**src/rtl/icap_pkg.sv**
```systemverilog
package icap_pkg;

    typedef enum logic {
        FLT_HOLD = 1'b0,
        FLT_PEND = 1'b1
    } filt_state_e;

    typedef enum logic {
        LVL_LO = 1'b0,
        LVL_HI = 1'b1
    } lvl_state_e;

endpackage

```
**src/rtl/icap_sync.sv**
```systemverilog
module icap_sync #(
    parameter int   STAGES  = 2,
    parameter logic RST_LVL = 1'b0
) (
    input  logic clk,
    input  logic rst_n,
    input  logic d,
    output logic q
);

    logic [STAGES-1:0] sr;

    generate
        if (STAGES == 1) begin : g_single
            always_ff @(posedge clk or negedge rst_n) begin
                if (!rst_n) sr <= RST_LVL;
                else        sr <= d;
            end
        end else begin : g_chain
            always_ff @(posedge clk or negedge rst_n) begin
                if (!rst_n) sr <= {STAGES{RST_LVL}};
                else        sr <= {sr[STAGES-2:0], d};
            end
        end
    endgenerate

    assign q = sr[STAGES-1];

endmodule

```
**src/rtl/icap_filter.sv**
```systemverilog
module icap_filter
    import icap_pkg::*;
#(
    parameter int   FILT_LEN = 4,
    parameter logic RST_LVL  = 1'b0
) (
    input  logic clk,
    input  logic rst_n,
    input  logic en,
    input  logic smp,
    output logic lvl_o
);

    localparam int CNT_W = (FILT_LEN > 2) ? $clog2(FILT_LEN) : 1;
    localparam logic [CNT_W-1:0] LAST = CNT_W'(FILT_LEN - 1);

    filt_state_e      state_q, state_d;
    logic [CNT_W-1:0] cnt_q, cnt_d;
    logic             lvl_q, lvl_d;

    // state register
    always_ff @(posedge clk or negedge rst_n) begin
        if (!rst_n) begin
            state_q <= FLT_HOLD;
            cnt_q   <= '0;
            lvl_q   <= RST_LVL;
        end else begin
            state_q <= state_d;
            cnt_q   <= cnt_d;
            lvl_q   <= lvl_d;
        end
    end

    // next state
    always_comb begin
        state_d = state_q;
        cnt_d   = cnt_q;
        lvl_d   = lvl_q;
        if (!en) begin
            // bypassed: track the sample so enabling causes no jump
            state_d = FLT_HOLD;
            cnt_d   = '0;
            lvl_d   = smp;
        end else begin
            unique case (state_q)
                FLT_HOLD: begin
                    if (smp != lvl_q) begin
                        state_d = FLT_PEND;
                        cnt_d   = CNT_W'(1);
                    end
                end
                FLT_PEND: begin
                    if (smp == lvl_q) begin
                        state_d = FLT_HOLD;
                        cnt_d   = '0;
                    end else if (cnt_q == LAST) begin
                        state_d = FLT_HOLD;
                        cnt_d   = '0;
                        lvl_d   = smp;
                    end else begin
                        cnt_d = cnt_q + CNT_W'(1);
                    end
                end
                default: begin
                    state_d = FLT_HOLD;
                    cnt_d   = '0;
                end
            endcase
        end
    end

    // output
    assign lvl_o = en ? lvl_q : smp;

endmodule

```
**src/rtl/icap_edge.sv**
```systemverilog
module icap_edge
    import icap_pkg::*;
#(
    parameter logic RST_LVL = 1'b0
) (
    input  logic clk,
    input  logic rst_n,
    input  logic lvl,
    output logic rise_o,
    output logic fall_o
);

    lvl_state_e state_q, state_d;

    always_ff @(posedge clk or negedge rst_n) begin
        if (!rst_n) state_q <= RST_LVL ? LVL_HI : LVL_LO;
        else        state_q <= state_d;
    end

    always_comb begin
        unique case (state_q)
            LVL_LO:  state_d = lvl ? LVL_HI : LVL_LO;
            LVL_HI:  state_d = lvl ? LVL_HI : LVL_LO;
            default: state_d = LVL_LO;
        endcase
    end

    assign rise_o = (state_q == LVL_LO) &&  lvl;
    assign fall_o = (state_q == LVL_HI) && !lvl;

endmodule

```
**src/rtl/icap_unit.sv**
```systemverilog
module icap_unit #(
    parameter int   CNT_W       = 16,
    parameter int   SYNC_STAGES = 2,
    parameter int   FILT_LEN    = 4,
    parameter logic IDLE_LVL    = 1'b0
) (
    input  logic             clk,
    input  logic             rst_n,
    input  logic             cap_pin,
    input  logic [CNT_W-1:0] tmr_count,
    input  logic             filt_en,
    input  logic             edge_rise,
    input  logic             top_mode,
    input  logic             at_top,
    input  logic             irq_en,
    input  logic             flag_clr,
    input  logic             irq_ack,
    input  logic             sw_wr_en,
    input  logic [CNT_W-1:0] sw_wr_data,
    output logic [CNT_W-1:0] cap_reg,
    output logic             cap_flag,
    output logic             irq
);

    logic pin_s;
    logic lvl_q;
    logic rise_ev;
    logic fall_ev;
    logic cap_evt;
    logic hw_set;

    icap_sync #(.STAGES(SYNC_STAGES), .RST_LVL(IDLE_LVL)) u_sync (
        .clk   (clk),
        .rst_n (rst_n),
        .d     (cap_pin),
        .q     (pin_s)
    );

    icap_filter #(.FILT_LEN(FILT_LEN), .RST_LVL(IDLE_LVL)) u_filt (
        .clk   (clk),
        .rst_n (rst_n),
        .en    (filt_en),
        .smp   (pin_s),
        .lvl_o (lvl_q)
    );

    icap_edge #(.RST_LVL(IDLE_LVL)) u_edge (
        .clk    (clk),
        .rst_n  (rst_n),
        .lvl    (lvl_q),
        .rise_o (rise_ev),
        .fall_o (fall_ev)
    );

    assign cap_evt = !top_mode && (edge_rise ? rise_ev : fall_ev);
    assign hw_set  = cap_evt || (top_mode && at_top);

    always_ff @(posedge clk or negedge rst_n) begin
        if (!rst_n)        cap_reg <= '0;
        else if (cap_evt)  cap_reg <= tmr_count;
        else if (sw_wr_en) cap_reg <= sw_wr_data;
    end

    always_ff @(posedge clk or negedge rst_n) begin
        if (!rst_n)                     cap_flag <= 1'b0;
        else if (hw_set)                cap_flag <= 1'b1;
        else if (flag_clr || irq_ack)   cap_flag <= 1'b0;
    end

    assign irq = cap_flag && irq_en;

endmodule

```
**config.mk**
```make
export PLATFORM = sky130hd
export DESIGN_NAME = icap_unit
export DESIGN_NICKNAME = d
export VERILOG_FILES = /design/src/rtl/icap_pkg.sv /design/src/rtl/icap_sync.sv /design/src/rtl/icap_filter.sv /design/src/rtl/icap_edge.sv /design/src/rtl/icap_unit.sv
export SDC_FILE = /design/constraint.sdc
export NUM_CORES = 1
export LEC_CHECK = 0
export BUFFER_PORTS_ARGS = -buffer_cell sky130_fd_sc_hd__buf_2
export CAP_MARGIN = 5
export CORE_MARGIN = 5
export CORE_UTILIZATION = 44
export CTS_CLUSTER_SIZE = 14
export DETAILED_ROUTE_END_ITERATION = 10
export PLACE_DENSITY = 0.76
export SLEW_MARGIN = 20
export SYNTH_ARGS = -nofsm -noshare
export SYNTH_HDL_FRONTEND = slang
export SYNTH_SLANG_ARGS = --single-unit
```
**constraint.sdc**
```tcl
create_clock -name clk -period 1.9 [get_ports clk]
set_input_delay 0.19 -clock clk [delete_from_list [all_inputs] [get_ports clk]]
set_output_delay 0.19 -clock clk [all_outputs]
set_load 0.005 [all_outputs]
```
== Yosys cells after proc, flatten, opt, wreduce, memory -nomap -nowiden ==
Cells that the tools add are included.
Cells by class
  add/sub/neg operators: 1
  equality and inequality tests: 7
  muxes and demuxes: 21
  bitwise operators: 2
  reduce and logical (&&, ||, !) cells: 12
Operators with widths (number)
  $mux 16: 2
  $mux 1: 13
  $mux 2: 4
  $logic_and 1x1->1: 5
  $ne 2x1->1 const B: 2
  $pmux 2 s2: 1
  $reduce_bool 2->1: 2
  $ne 3x2->1 const B: 1
  $reduce_and 3->1: 1
  $add 2x1->2 const B: 1
  $eq 2x2->1 const B: 1
  $logic_not 1->1: 2
  $logic_or 1x1->1: 2
  $ne 2x2->1 const B: 1
  $not 1->1: 2
  $pmux 1 s2: 1
  $eq 1x1->1: 1
  $ne 1x1->1: 1
Storage, ports and cells
  flip-flop bits (word level): 24
  bits of input ports: 43

== Depth between registers and ports, before layout ==
Gate-level depths: netlist (run 1).
  depth after elaboration: 7
  gate-level depth with buffers: 4
  gate-level depth less buffers: 4

== Cells and area by module ==
A second synthesis (run 1) with hierarchy kept.
Second synthesis, totals
  cells, all modules: 79
  area, all modules: 1242.4 um^2
By module, submodules not included
  icap_unit: times used 1, cells an instance 57, area an instance 940.9 um^2, sequential area each 425.4 um^2
  icap_filter: times used 1, cells an instance 17, area an instance 211.5 um^2, sequential area each 100.1 um^2
  icap_sync: times used 1, cells an instance 2, area an instance 50.0 um^2, sequential area each 50.0 um^2
  icap_edge: times used 1, cells an instance 3, area an instance 40.0 um^2, sequential area each 25.0 um^2

== Least setup slack after synthesis (run 1) ==
Ideal clock, no wire load.
  kind: flip-flop to flip-flop
  start point: reg u_sync.sr[1]
  end point: reg cap_reg[0]
  data arrival time: 1468 ps
  setup slack: 307 ps
  cell stages (with the launch flop): 5
  buffers on the path: 1
  clock period less this slack: 1593 ps
  cell sequence: dfrtp_1 -> mux2_4 -> mux2i_4 -> buf_12 -> mux2_4
Between the ends
  cells in the longest elaborated chain, start to end: 6
Ends and longest elaborated chain
  from (decl): line icap_sync.sv:11  | logic [STAGES-1:0] sr;
  from (signal assigned): line icap_sync.sv:21  | if (!rst_n) sr <= {STAGES{RST_LVL}};
  from (signal assigned): line icap_sync.sv:22  | else sr <= {sr[STAGES-2:0], d};
  $mux 1 *: line icap_filter.sv:73  | assign lvl_o = en ? lvl_q : smp;
  via lvl_q: line icap_unit.sv:26  | logic lvl_q;
  $logic_not 1->1: line icap_edge.sv:29  | assign fall_o = (state_q == LVL_HI) && !lvl;
  $logic_and 1x1->1: line icap_edge.sv:29
  $mux 1 *: line icap_unit.sv:55  | assign cap_evt = !top_mode && (edge_rise ? rise_ev : fall_ev);
  $logic_and 1x1->1 *: line icap_unit.sv:55
  $mux 16 / $reduce_bool 2->1 (equally long branches)
  to (signal assigned): line icap_unit.sv:60  | else if (cap_evt) cap_reg <= tmr_count;
  to (signal assigned): line icap_unit.sv:61  | else if (sw_wr_en) cap_reg <= sw_wr_data;
  to (decl): line icap_unit.sv:20  | output logic [CNT_W-1:0] cap_reg,
The timed path passes the listed nets; every way through them passes the cells marked *.
A chain may end at the register's enable or synchronous reset.

== Worst setup path in the final report (run 1) ==
  start point: reg u_sync.sr[1]
  end point: reg cap_reg[7]
The elaborated chain is that of the path after synthesis.

==> results of run 1 <==
[routing by layer]
metal	global-route usage [%]	vias to the layer above	routed length, um
met1	15.6	399	923
li1	-	414	-
met5	0	-	0
met4	6.36	0	44
met3	4.75	5	220
met2	27.1	34	1320
[power groups by stage]
stage | Clock (mW) | Sequential, mW | Combinational (mW)
2_1_floorplan | 0 | 0.626 | 0.168
3_3_place_gp | 0 | 0.620 | 0.289
3_5_place_dp | 0 | 0.625 | 0.301
4_1_cts | 0.376 | 0.616 | 0.304
5_1_grt | 0.394 | 0.625 | 0.328
6_report | 0.368 | 0.615 | 0.297
[how the worst max path moves through the flow]
stage / endpoint / slack, ns / from
global route: cap_reg[5]$_DFFE_PN0P_ / 0.15 / u_sync.sr[1]$_DFF_PN0_
CTS: cap_reg[7]$_DFFE_PN0P_ / 0.21 / u_sync.sr[1]$_DFF_PN0_
detailed placement: cap_reg[7]$_DFFE_PN0P_ / 0.22 / u_sync.sr[1]$_DFF_PN0_
global placement: cap_reg[15]$_DFFE_PN0P_ / 0.28 / u_sync.sr[1]$_DFF_PN0_
finish: cap_reg[7]$_DFFE_PN0P_ / 0.23 / u_sync.sr[1]$_DFF_PN0_
floorplan: cap_reg[0]$_DFFE_PN0P_ / 0.31 / u_sync.sr[1]$_DFF_PN0_
[stage by stage]
stage	area, um^2	cells	total power, mW	setup WS (ns)
after detailed placement	1500	167	0.926	0.225
after floorplan	1180	79	0.794	0.307
after global routing	1570	173	1.35	0.151
after global placement	1500	167	0.909	0.279
after CTS	1570	173	1.30	0.211
final	1570	173	1.28	0.228
[what timing repair did]
| item | 4_1_cts | 5_1_grt |
|---|---|---|
| endpoints found under the hold margin | 25 | 0 |
| setup endpoints to repair | 0 | 0 |
| hold buffers | 2 | 0 |
[placed cells by master, fill, tap and decap left out, drive strengths merged, types with 2 or more instances in the layout]
cell,Yosys,final
nor2,2,2
dfrtp,24,24
mux2,34,34
nand2,3,3
buf,2,61
dlygate4sd3,0,2
nor3b,2,2
clkbuf,1,3
[worst max-delay path: cells and delay by family, from the launching register on]
family | cells | cell delay [ns]
multiplexers | 3 | 0.84
flip-flops | 1 | 0.44
buffers and inverters | 1 | 0.30
[cells by family after synthesis]
kind of cell    after synthesis  synth area share, %
mux                          35                 37.4
flops                        24                 50.7
simple gates                 10                 4.44
fa+ha+maj                     1                 1.06
compound gates                4                 2.53
xor+xnor                      2                 1.48
buf+inv                       3                 2.43
[cell type report]
| cell class | count | area (um^2) | area share [%] |
|---|---|---|---|
| Clock inverter | 1 | 30.0 | 1.91 |
| Sequential cell | 24 | 601 | 38.2 |
| Clock buffer | 3 | 22.5 | 1.43 |
| Timing Repair Buffer | 63 | 328 | 20.8 |
| Multi-Input combinational cell | 52 | 556 | 35.3 |
| Tap cell | 30 | 37.5 | 2.38 |
==> metrics.md, run 1 <==
| Metric | Value |
|---|---|
| Clock root buffer | `clkbuf_4` |
| Routed Antenna Nets | `0` |
| Cell-internal power | `0.981 mW` |
| Fmax | `around 0.6 GHz` |
| CTS Buf Count | `3` |
| DR iter-0 viols | `9` |
| Vias per std cell | `4.92` |
| Fill count | `about 230` |
| Slew Viols, Final | `0` |
| Gate power share | `23.2%` |
| Worst reg-to-reg path cell count | `4` |
| Post-Route WL | `2510 um` |
| Max-cap viol count | `0` |
| Routability cong. | `0.630` |
| Psw | `0.299 mW` |
| Post-CTS Resized | `0` |
| RSZ-0062 raised after global routing | `no` |
| Worst R2R End | `cap_reg[7]$_DFFE_PN0P_` |
| CTS clk-pin slew, worst paths | `around 0.13 ns` |
| Worst setup EP type | `flip-flop` |
| CP Max Fanout | `17` |
| CTS tree | `done` |
| Top cells by count, synth | `dfrtp_1 (24), mux2_2 (24), mux2_4 (10)` |
| Async SR Flop Fraction | `100%` |
| Hold Crit Start | `tmr_count[1]` |
| Setup TNS | `0 ns` |
| Antenna violations before repair | `0` |
| Slew margin rel. | `65.4%` |
| CP max-delay cell | `dfrtp_1` |
| Synthesis-to-layout area growth | `32.8%` |
| Synth Area per Inst | `15.0 um^2` |
| Clk_skew | `0.00324 ns` |
| Synth Flop Type | `dfrtp_1` |
| Mapped cell area | `0.00118 mm^2` |
| Synth area leader | `dfrtp_1` |
| Minimum clock period | `~1.7 ns` |
| Synth Register Bits | `24` |
| Core area | `~0.0025 mm^2` |
| Area share of the leading cell type in the synthesized netlist | `between 50% and 60%` |
| Critical path startpoint category | `flip-flop` |
| Final net count | `188` |
| CP cell instances | `mux2_4, mux2i_4, buf_4, mux2_2` |
| Syn_nets | `123` |
| Sequential area share after synthesis | `50.7%` |
| Share of cells above drive strength 1 | `between 60% and 70%` |
| Final core occ | `between 60% and 70%` |
| Max clock buf depth | `2` |
| DIE AREA | `around 0.0038 mm^2` |
| Standard-cell row count | `18` |
| Worst Hold End | `cap_reg[1]$_DFFE_PN0P_` |
| Maximum VDD drop | `0.560 mV` |
| Type of the worst setup path | `reg2reg` |
| Die extent in y | `61.9 um` |
| Mapped Cells | `79` |
| H-tree depth | `1` |
| DR vias | `852` |
| Clock sinks | `24` |
| Detailed Place HPWL | `2010 um` |
| Total track usage | `14.9%` |
| Worst slew pin tran | `0.518 ns` |
| Synth area leaders | `dfrtp_1 (51%), mux2_2 (23%), mux2_4 (13%)` |
| Drt drc | `0` |
| Number of endpoints failing setup at the final stage | `0` |
| Leak | `roughly 0.81 nW` |
| Die Wd | `61.9 um` |
| Post-synth EDFFs | `0` |
| Status | `finished clean` |
| First-pass iteration count of the detailed router | `3` |
| GR Overflow Total | `0` |
| Flop pwr share | `a little under half` |
| Synth unique cells | `20` |
| Tcrit/Tclk final | `88.0%` |
| Hold depth | `2` |
| Hold WC Path Type | `in2reg` |
| Worst r2r src | `u_sync.sr[1]$_DFF_PN0_` |
| Yosys warns | `0` |
| Number of diodes | `0` |
| WL per Instance | `14.5 um` |
| Worst skew pair latency | `0.32 ns` |
| Number of I/O pins | `61` |
| Clk network pwr share | `28.7%` |
| IO buf count | `60` |
| Worst R2R Setup Slack | `between 0.2 and 0.25 ns` |
| Post-CTS Repair Setup Buffers | `0` |
| Final Hold Viols | `0` |
| Max reg flops | `16` |
| CP max stage delay | `0.44 ns` |
| Pwr per Cell Area | `between 800 and 900 mW/mm^2` |
| Largest net degree at the start of global routing | `25` |
| Initial Util | `47.0%` |
| Worst EP arrival | `1.89 ns` |
| First-pass GRT wire length | `4040 um` |
| Worst EP required | `2.12 ns` |
| Switching Fraction | `23.4%` |
| Hold slack | `0.0892 ns` |
| Vias in the first global route | `949` |
No activity file was read; power rests on OpenSTA's default activity.
==> run 2: changes to the inputs <==
--- a/config.mk
+++ b/config.mk
@@ -8,10 +8,10 @@
 export BUFFER_PORTS_ARGS = -buffer_cell sky130_fd_sc_hd__buf_2
 export CAP_MARGIN = 5
 export CORE_MARGIN = 5
-export CORE_UTILIZATION = 44
+export CORE_UTILIZATION = 30
 export CTS_CLUSTER_SIZE = 14
 export DETAILED_ROUTE_END_ITERATION = 10
-export PLACE_DENSITY = 0.76
+export PLACE_DENSITY = 0.55
 export SLEW_MARGIN = 20
 export SYNTH_ARGS = -nofsm -noshare
 export SYNTH_HDL_FRONTEND = slang
==> run 2 against run 1 <==
Combinational power is essentially flat; worst hold slack worse by 0.044 ns; cell count rose by 10%; setup slack improved by 0.13 ns; die area is 39% higher; first-iteration DRC count rose by 67%; sequential cell count did not move; clock power fell by 11%; clock skew barely moved; core utilization down 20 points; critical endpoint is now cap_reg[13]$_DFFE_PN0P_.
==> metrics.md, run 2 (same netlist as run 1, synthesis figures left out) <==
| Metric | Value |
|---|---|
| Drt drc | `0 (unchanged)` |
| Worst EP arrival | `1.69 ns (-0.20 ns)` |
| Maximum VDD drop | `0.494 mV (-12%)` |
| Overall power | `1.24 mW (-3.2%)` |
| Critical path startpoint category | `flip-flop` |
| Switching Fraction | `23.1% (-0.21 points)` |
| Cts hold-fix bufs | `1 (-1)` |
| Clk network pwr share | `26.6% (-2.1 points)` |
| Clock root buffer | `clkbuf_8` |
| Post-Route WL | `2580 um (+2.8%)` |
| Routability cong. | `0.660 (+4.7%)` |
| DIE AREA | `0.00531 mm^2 (+39%)` |
| Synthesis-to-layout area growth | `34.7%` |
| Post-CTS Resized | `0 (unchanged)` |
| Status | `finished clean` |
| Die Wd | `72.8 um (+18%)` |
| Flop pwr share | `49.4% (+1.4 points)` |
| Max clock buf depth | `2 (unchanged)` |
| First-pass GRT wire length | `4170 um (+3.4%)` |
| Vias per std cell | `4.48 (-9.0%)` |
| Clk_skew | `0.00295 ns (-0.000290 ns)` |
| Pwr per Cell Area | `776 mW/mm^2 (-4.5%)` |
| IO buf count | `60 (unchanged)` |
| Worst setup EP type | `flip-flop` |
| Worst slew pin tran | `0.540 ns (+0.0211 ns)` |
| Largest net degree at the start of global routing | `25 (unchanged)` |
| Initial Util | `31.7% (-15 points)` |
| Minimum clock period | `1.54 ns (-0.128 ns)` |
| Setup TNS | `0 ns (unchanged)` |
| Most frequent cells in the layout | `buf_2 (60), mux2_2 (24), dfrtp_1 (24)` |
| Final net count | `188 (unchanged)` |
| Vias in the first global route | `950 (+0.11%)` |
| Share of cells above drive strength 1 | `70.6% (+0.70 points)` |
| Number of I/O pins | `61 (unchanged)` |
| Hold WC Path Type | `in2reg` |
| Psw | `0.287 mW (-4.0%)` |
| Commonest non-fill, non-tap cell in the layout | `buf_2` |
| CP max stage delay | `0.42 ns (-0.02 ns)` |
| DR vias | `856 (+0.47%)` |
| Slew Viols, Final | `0 (unchanged)` |
| Leak | `0.806 nW (+0.12%)` |
| Final core occ | `42.6% (-20 points)` |
| CP cell instances | `mux2_4, mux2i_4, buf_4, mux2_4` |
| Number of endpoints failing setup at the final stage | `0 (unchanged)` |
| CTS clk-pin slew, worst paths | `0.08 ns (-0.05 ns)` |
| Worst EP required | `2.05 ns (-0.07 ns)` |
| Slew margin rel. | `64.0% (-1.4 points)` |
| CTS tree | `done` |
| Tcrit/Tclk final | `81.2% (-6.8 points)` |
| CP max-delay cell | `dfrtp_1` |
| GR Overflow Total | `0 (unchanged)` |
| H-tree depth | `1 (unchanged)` |
| CP Max Fanout | `9 (-8)` |
| RSZ-0062 raised after global routing | `no` |
| Number of diodes | `0 (unchanged)` |
| Gate power share | `24.0% (+0.8 points)` |
| First-pass iteration count of the detailed router | `3 (unchanged)` |
| Die extent in y | `72.8 um (+18%)` |
| Fmax | `0.648 GHz (+8.3%)` |
| Clock sinks | `24 (unchanged)` |
| Delay-heaviest family, CP | `multiplexers` |
| Antenna violations before repair | `0 (unchanged)` |
| Max-cap viol count | `0 (unchanged)` |
| Final Hold Viols | `0 (unchanged)` |
| Type of the worst setup path | `reg2reg` |
| Post-CTS Repair Setup Buffers | `0 (unchanged)` |
| Worst skew pair latency | `0.25 ns (-0.07 ns)` |
| Max reg flops | `16 (unchanged)` |
| DR iter-0 viols | `15 (+6)` |
| Crit path top cell by count | `mux2_4` |
| Standard-cell row count | `22 (+4)` |
| Total track usage | `10.1% (-4.8 points)` |
| Routed Antenna Nets | `0 (unchanged)` |
| Detailed Place HPWL | `2140 um (+6.4%)` |
| CTS Buf Count | `3 (unchanged)` |
| Core area | `0.00374 mm^2 (+48%)` |
| Cell-internal power | `0.952 mW (-2.9%)` |
| WP buf/inv | `1 (unchanged)` |
| WL per Instance | `13.5 um (-6.9%)` |
==> run 2: final timing paths <==
check / startpoint / endpoint / slack [ns] / cells past startpoint
worst max-delay path: u_sync.sr[1]$_DFF_PN0_ / cap_reg[13]$_DFFE_PN0P_ / 0.36 / 4
worst min-delay path: cap_pin / u_sync.sr[0]$_DFF_PN0_ / 0.05 / 1
worst max register to register: u_sync.sr[1]$_DFF_PN0_ / cap_reg[13]$_DFFE_PN0P_ / 0.36 / 4
worst min register to register: u_sync.sr[0]$_DFF_PN0_ / u_sync.sr[1]$_DFF_PN0_ / 0.35 / 0
max in group asynchronous: rst_n / u_filt.lvl_q$_DFFE_PN0P_ / 1.09 / 2
min in group asynchronous: rst_n / cap_reg[5]$_DFFE_PN0P_ / 0.45 / 2
==> run 2: area by class of cell <==
type,count,area [um^2]
Tap cell,48,60.1
Multi-Input combinational cell,52,556
Sequential cell,24,601
Fill cell,395,2150
Timing Repair Buffer,63,325
Clock buffer,4,55.1
==> run 2: metal layers <==
metal / share of wire, % / vias up / GRT usage, %
met5: 0 / - / 0
met4: 0.62 / 0 / 2.46
met3: 10 / 2 / 4.68
met2: 55 / 32 / 19.2
met1: 34 / 411 / 9.69
li1: - / 411 / -
==> run 2: through the flow <==
stage | cells | cell area [um^2] | hold WS (ns) | worst slack [ns]
2_1_floorplan | 79 | 1180 | -0.106 | 0.307
3_3_place_gp | 186 | 1530 | 0.202 | 0.372
3_5_place_dp | 186 | 1530 | 0.205 | 0.344
4_1_cts | 191 | 1600 | 0.0478 | 0.343
5_1_grt | 191 | 1600 | 0.0314 | 0.282
6_report | 191 | 1600 | 0.0455 | 0.356
==> run 2: power groups by stage <==
stage          clock, mW  combinational, mW  sequential [mW]
6_report           0.329              0.298            0.612
5_1_grt            0.369              0.327            0.622
4_1_cts            0.347              0.305            0.613
3_5_place_dp           0              0.303            0.623
3_3_place_gp           0              0.297            0.620
2_1_floorplan          0              0.168            0.626
==> run 3: changes to the inputs <==
--- a/config.mk
+++ b/config.mk
@@ -11,7 +11,7 @@
 export CORE_UTILIZATION = 30
 export CTS_CLUSTER_SIZE = 14
 export DETAILED_ROUTE_END_ITERATION = 10
-export PLACE_DENSITY = 0.55
+export PLACE_DENSITY = 0.57
 export SLEW_MARGIN = 20
 export SYNTH_ARGS = -nofsm -noshare
 export SYNTH_HDL_FRONTEND = slang
==> constraint.sdc (replaced) <==
create_clock -name clk -period 1.4 [get_ports clk]
set_input_delay 0.14 -clock clk [delete_from_list [all_inputs] [get_ports clk]]
set_output_delay 0.14 -clock clk [all_outputs]
set_load 0.005 [all_outputs]
==> run 3 against run 2 <==
The run now ends with negative setup slack left; die area stayed put; sequential power is 35% higher; combinational power is 47% higher; worst hold slack better by 0.058 ns; register-to-register slack worse by 0.46 ns; clock skew is 0.0020 ns lower; sequential cell count stayed put; fmax is 2.7% higher; critical endpoint is now cap_reg[15]$_DFFE_PN0P_; largest cell class unchanged; largest power group unchanged; highest routed layer unchanged.
==> metrics.md, run 3 (same netlist as run 1, synthesis figures left out) <==
| Metric | Value |
|---|---|
| Worst EP arrival | `1.66 ns (-0.03 ns)` |
| GR Overflow Total | `0 (unchanged)` |
| Worst slew pin tran | `0.531 ns (-0.00904 ns)` |
| CP max-delay cell | `dfrtp_1` |
| Synthesis-to-layout area growth | `40.8%` |
| First-pass iteration count of the detailed router | `4 (+1)` |
| Total track usage | `10.5% (+0.44 points)` |
| Worst setup EP type | `flip-flop` |
| Pwr per Cell Area | `1030 mW/mm^2 (+33%)` |
| Psw | `0.406 mW (+42%)` |
| Status | `finished with violations` |
| Clock root buffer | `clkbuf_8` |
| Share of cells above drive strength 1 | `71.1% (+0.51 points)` |
| Max clock buf depth | `2 (unchanged)` |
| RSZ-0062 raised after global routing | `yes` |
| Standard-cell row count | `22 (unchanged)` |
| Hold Crit Start | `tmr_count[10]` |
| Vias in the first global route | `932 (-1.9%)` |
| Met3 usage | `3.72% (-0.96 points)` |
| Worst reg-to-reg path cell count | `4 (unchanged)` |
| CTS clk-pin slew, worst paths | `0.08 ns (about the same)` |
| Die extent in y | `72.8 um (unchanged)` |
| Max reg flops | `16 (unchanged)` |
| DR iter-0 viols | `17 (+2)` |
| Hold depth | `2 (+1)` |
| Fill count | `384 (-2.8%)` |
| Antenna violations before repair | `0 (unchanged)` |
| Clk_skew | `0.000925 ns (-0.00202 ns)` |
| Routed Antenna Nets | `0 (unchanged)` |
| Post-Route WL | `2620 um (+1.4%)` |
| Fmax | `0.665 GHz (+2.7%)` |
| Final WS setup | `-0.104 ns (-0.460 ns)` |
| Slew margin rel. | `64.6% (+0.60 points)` |
| Global route hottest layer | `met2` |
| Commonest non-fill, non-tap cell in the layout | `buf_2` |
| WL per Instance | `13.3 um (-1.7%)` |
| Vias per std cell | `4.45 (-0.78%)` |
| First-pass GRT wire length | `4350 um (+4.1%)` |
| Detailed Place HPWL | `2150 um (+0.66%)` |
| Flop pwr share | `48.0% (-1.4 points)` |
| Critical path startpoint category | `flip-flop` |
| Hold WC Path Type | `in2reg` |
| Clk network pwr share | `26.6% (about the same)` |
| Worst R2R End | `cap_reg[15]$_DFFE_PN0P_` |
| Clock sinks | `24 (unchanged)` |
| Gate power share | `25.4% (+1.4 points)` |
| Layout Cells excl Fill | `197 (+3.1%)` |
| Met2 GRT Util | `18.9% (-0.30 points)` |
| Met1 usage | `11.8% (+2.1 points)` |
| CP cell instances | `mux2_4, mux2i_4, buf_12, mux2_2` |
| Number of I/O pins | `61 (unchanged)` |
| Placed insts | `190 (+2.2%)` |
| Setup TNS | `-1.33 ns (-1.33 ns)` |
| CTS tree | `done` |
| Worst r2r src | `u_sync.sr[1]$_DFF_PN0_` |
| Worst EP required | `1.55 ns (-0.50 ns)` |
| Type of the worst setup path | `reg2reg` |
| Worst skew pair latency | `0.26 ns (about the same)` |
| Final Hold Viols | `0 (unchanged)` |
| Switching Fraction | `23.6% (+0.42 points)` |
| CP max stage delay | `0.38 ns (-0.04 ns)` |
| Overall power | `1.72 mW (+39%)` |
| Largest net degree at the start of global routing | `25 (unchanged)` |
| CP Max Fanout | `10 (+1)` |
| Worst R2R Setup Slack | `-0.10 ns (-0.46 ns)` |
| H-tree depth | `1 (unchanged)` |
| Die Wd | `72.8 um (unchanged)` |
| DR vias | `876 (+2.3%)` |
| Cell-internal power | `1.32 mW (+38%)` |
| Slew Viols, Final | `0 (unchanged)` |
| Worst Hold End | `cap_reg[10]$_DFFE_PN0P_` |
| Initial Util | `31.7% (unchanged)` |
| Minimum clock period | `1.50 ns (-0.0399 ns)` |
| Drt drc | `0 (unchanged)` |
| Max-cap viol count | `0 (unchanged)` |
| Final core occ | `44.6% (+1.9 points)` |
| Leak | `0.853 nW (+5.8%)` |
| Number of endpoints failing setup at the final stage | `16 (+16)` |
| Tcrit/Tclk final | `107% (+26 points)` |
| Final net count | `194 (+3.2%)` |
| Failing checks | `negative setup slack` |
| IO buf count | `60 (unchanged)` |
| Most frequent cells in the layout | `buf_2 (60), dfrtp_1 (24), mux2_2 (22)` |
| DIE AREA | `0.00531 mm^2 (unchanged)` |
| Core area | `0.00374 mm^2 (unchanged)` |
| Number of diodes | `0 (unchanged)` |
| CTS Buf Count | `3 (unchanged)` |
| Maximum VDD drop | `0.674 mV (+36%)` |
| Routability cong. | `0.683 (+3.6%)` |
## run 3: changes by cell type in the layout (fill, tap and decap cells not counted)
cell           change
buf_4              +3
dlygate4sd3_1      +1
mux2_2             -2
buf_6              +1
mux2_4             +2
buf_12             +1
## run 3: area by class of cell
type                    count  area (um^2)  share of cell area (%)
multi-input cells          52          563                    33.8
repair buffers             69          389                    23.3
well taps                  48         60.1                    3.60
flip-flops and latches     24          601                    36.0
clock buffers               4         55.1                    3.30
## run 3: worst max-delay path by stage
stage                                       from                 endpoint  cells after the start  slack (ns)
after floorplan           u_sync.sr[1]$_DFF_PN0_   cap_reg[0]$_DFFE_PN0P_                      4       -0.19
after global placement    u_sync.sr[1]$_DFF_PN0_   cap_reg[3]$_DFFE_PN0P_                      4       -0.09
after detailed placement  u_sync.sr[1]$_DFF_PN0_   cap_reg[3]$_DFFE_PN0P_                      4       -0.10
after CTS                 u_sync.sr[1]$_DFF_PN0_   cap_reg[5]$_DFFE_PN0P_                      4       -0.11
after global routing      u_sync.sr[1]$_DFF_PN0_   cap_reg[4]$_DFFE_PN0P_                      4       -0.16
final                     u_sync.sr[1]$_DFF_PN0_  cap_reg[15]$_DFFE_PN0P_                      4       -0.10
## run 3: metrics by stage
step                setup WS, ns  area (um^2)  hold slack [ns]
floorplan                 -0.193         1180           -0.156
global placement         -0.0867         1570            0.155
detailed placement        -0.102         1570            0.162
CTS                       -0.112         1660           0.0967
global route              -0.162         1670           0.0926
finish                    -0.104         1670            0.104
## run 3: layer usage
metal,routed length [um],part of all wire [%]
met5,0,0
met4,14,0.54
met2,1360,52
met3,223,8.5
met1,1010,39
## run 3: power by group through the flow
stage	combinational [mW]	clock, mW	sequential [mW]
final	0.437	0.458	0.827
after global routing	0.485	0.508	0.840
after CTS	0.444	0.478	0.829
after detailed placement	0.433	0	0.843
after global placement	0.424	0	0.837
after floorplan	0.228	0	0.849
## run 3: repair_timing
action,CTS,global route
resized for setup,2,1
hold buffers,2,0
setup buffers,0,1
setup endpoints to repair,16,16
hold endpoints to repair,25,0
## run 3: worst max-delay path: cells and delay by family, from the launching register on
| kind | cells | cell delay [ns] |
|---|---|---|
| muxes | 3 | 0.84 |
| buffers and inverters | 1 | 0.17 |
| DFF | 1 | 0.38 |
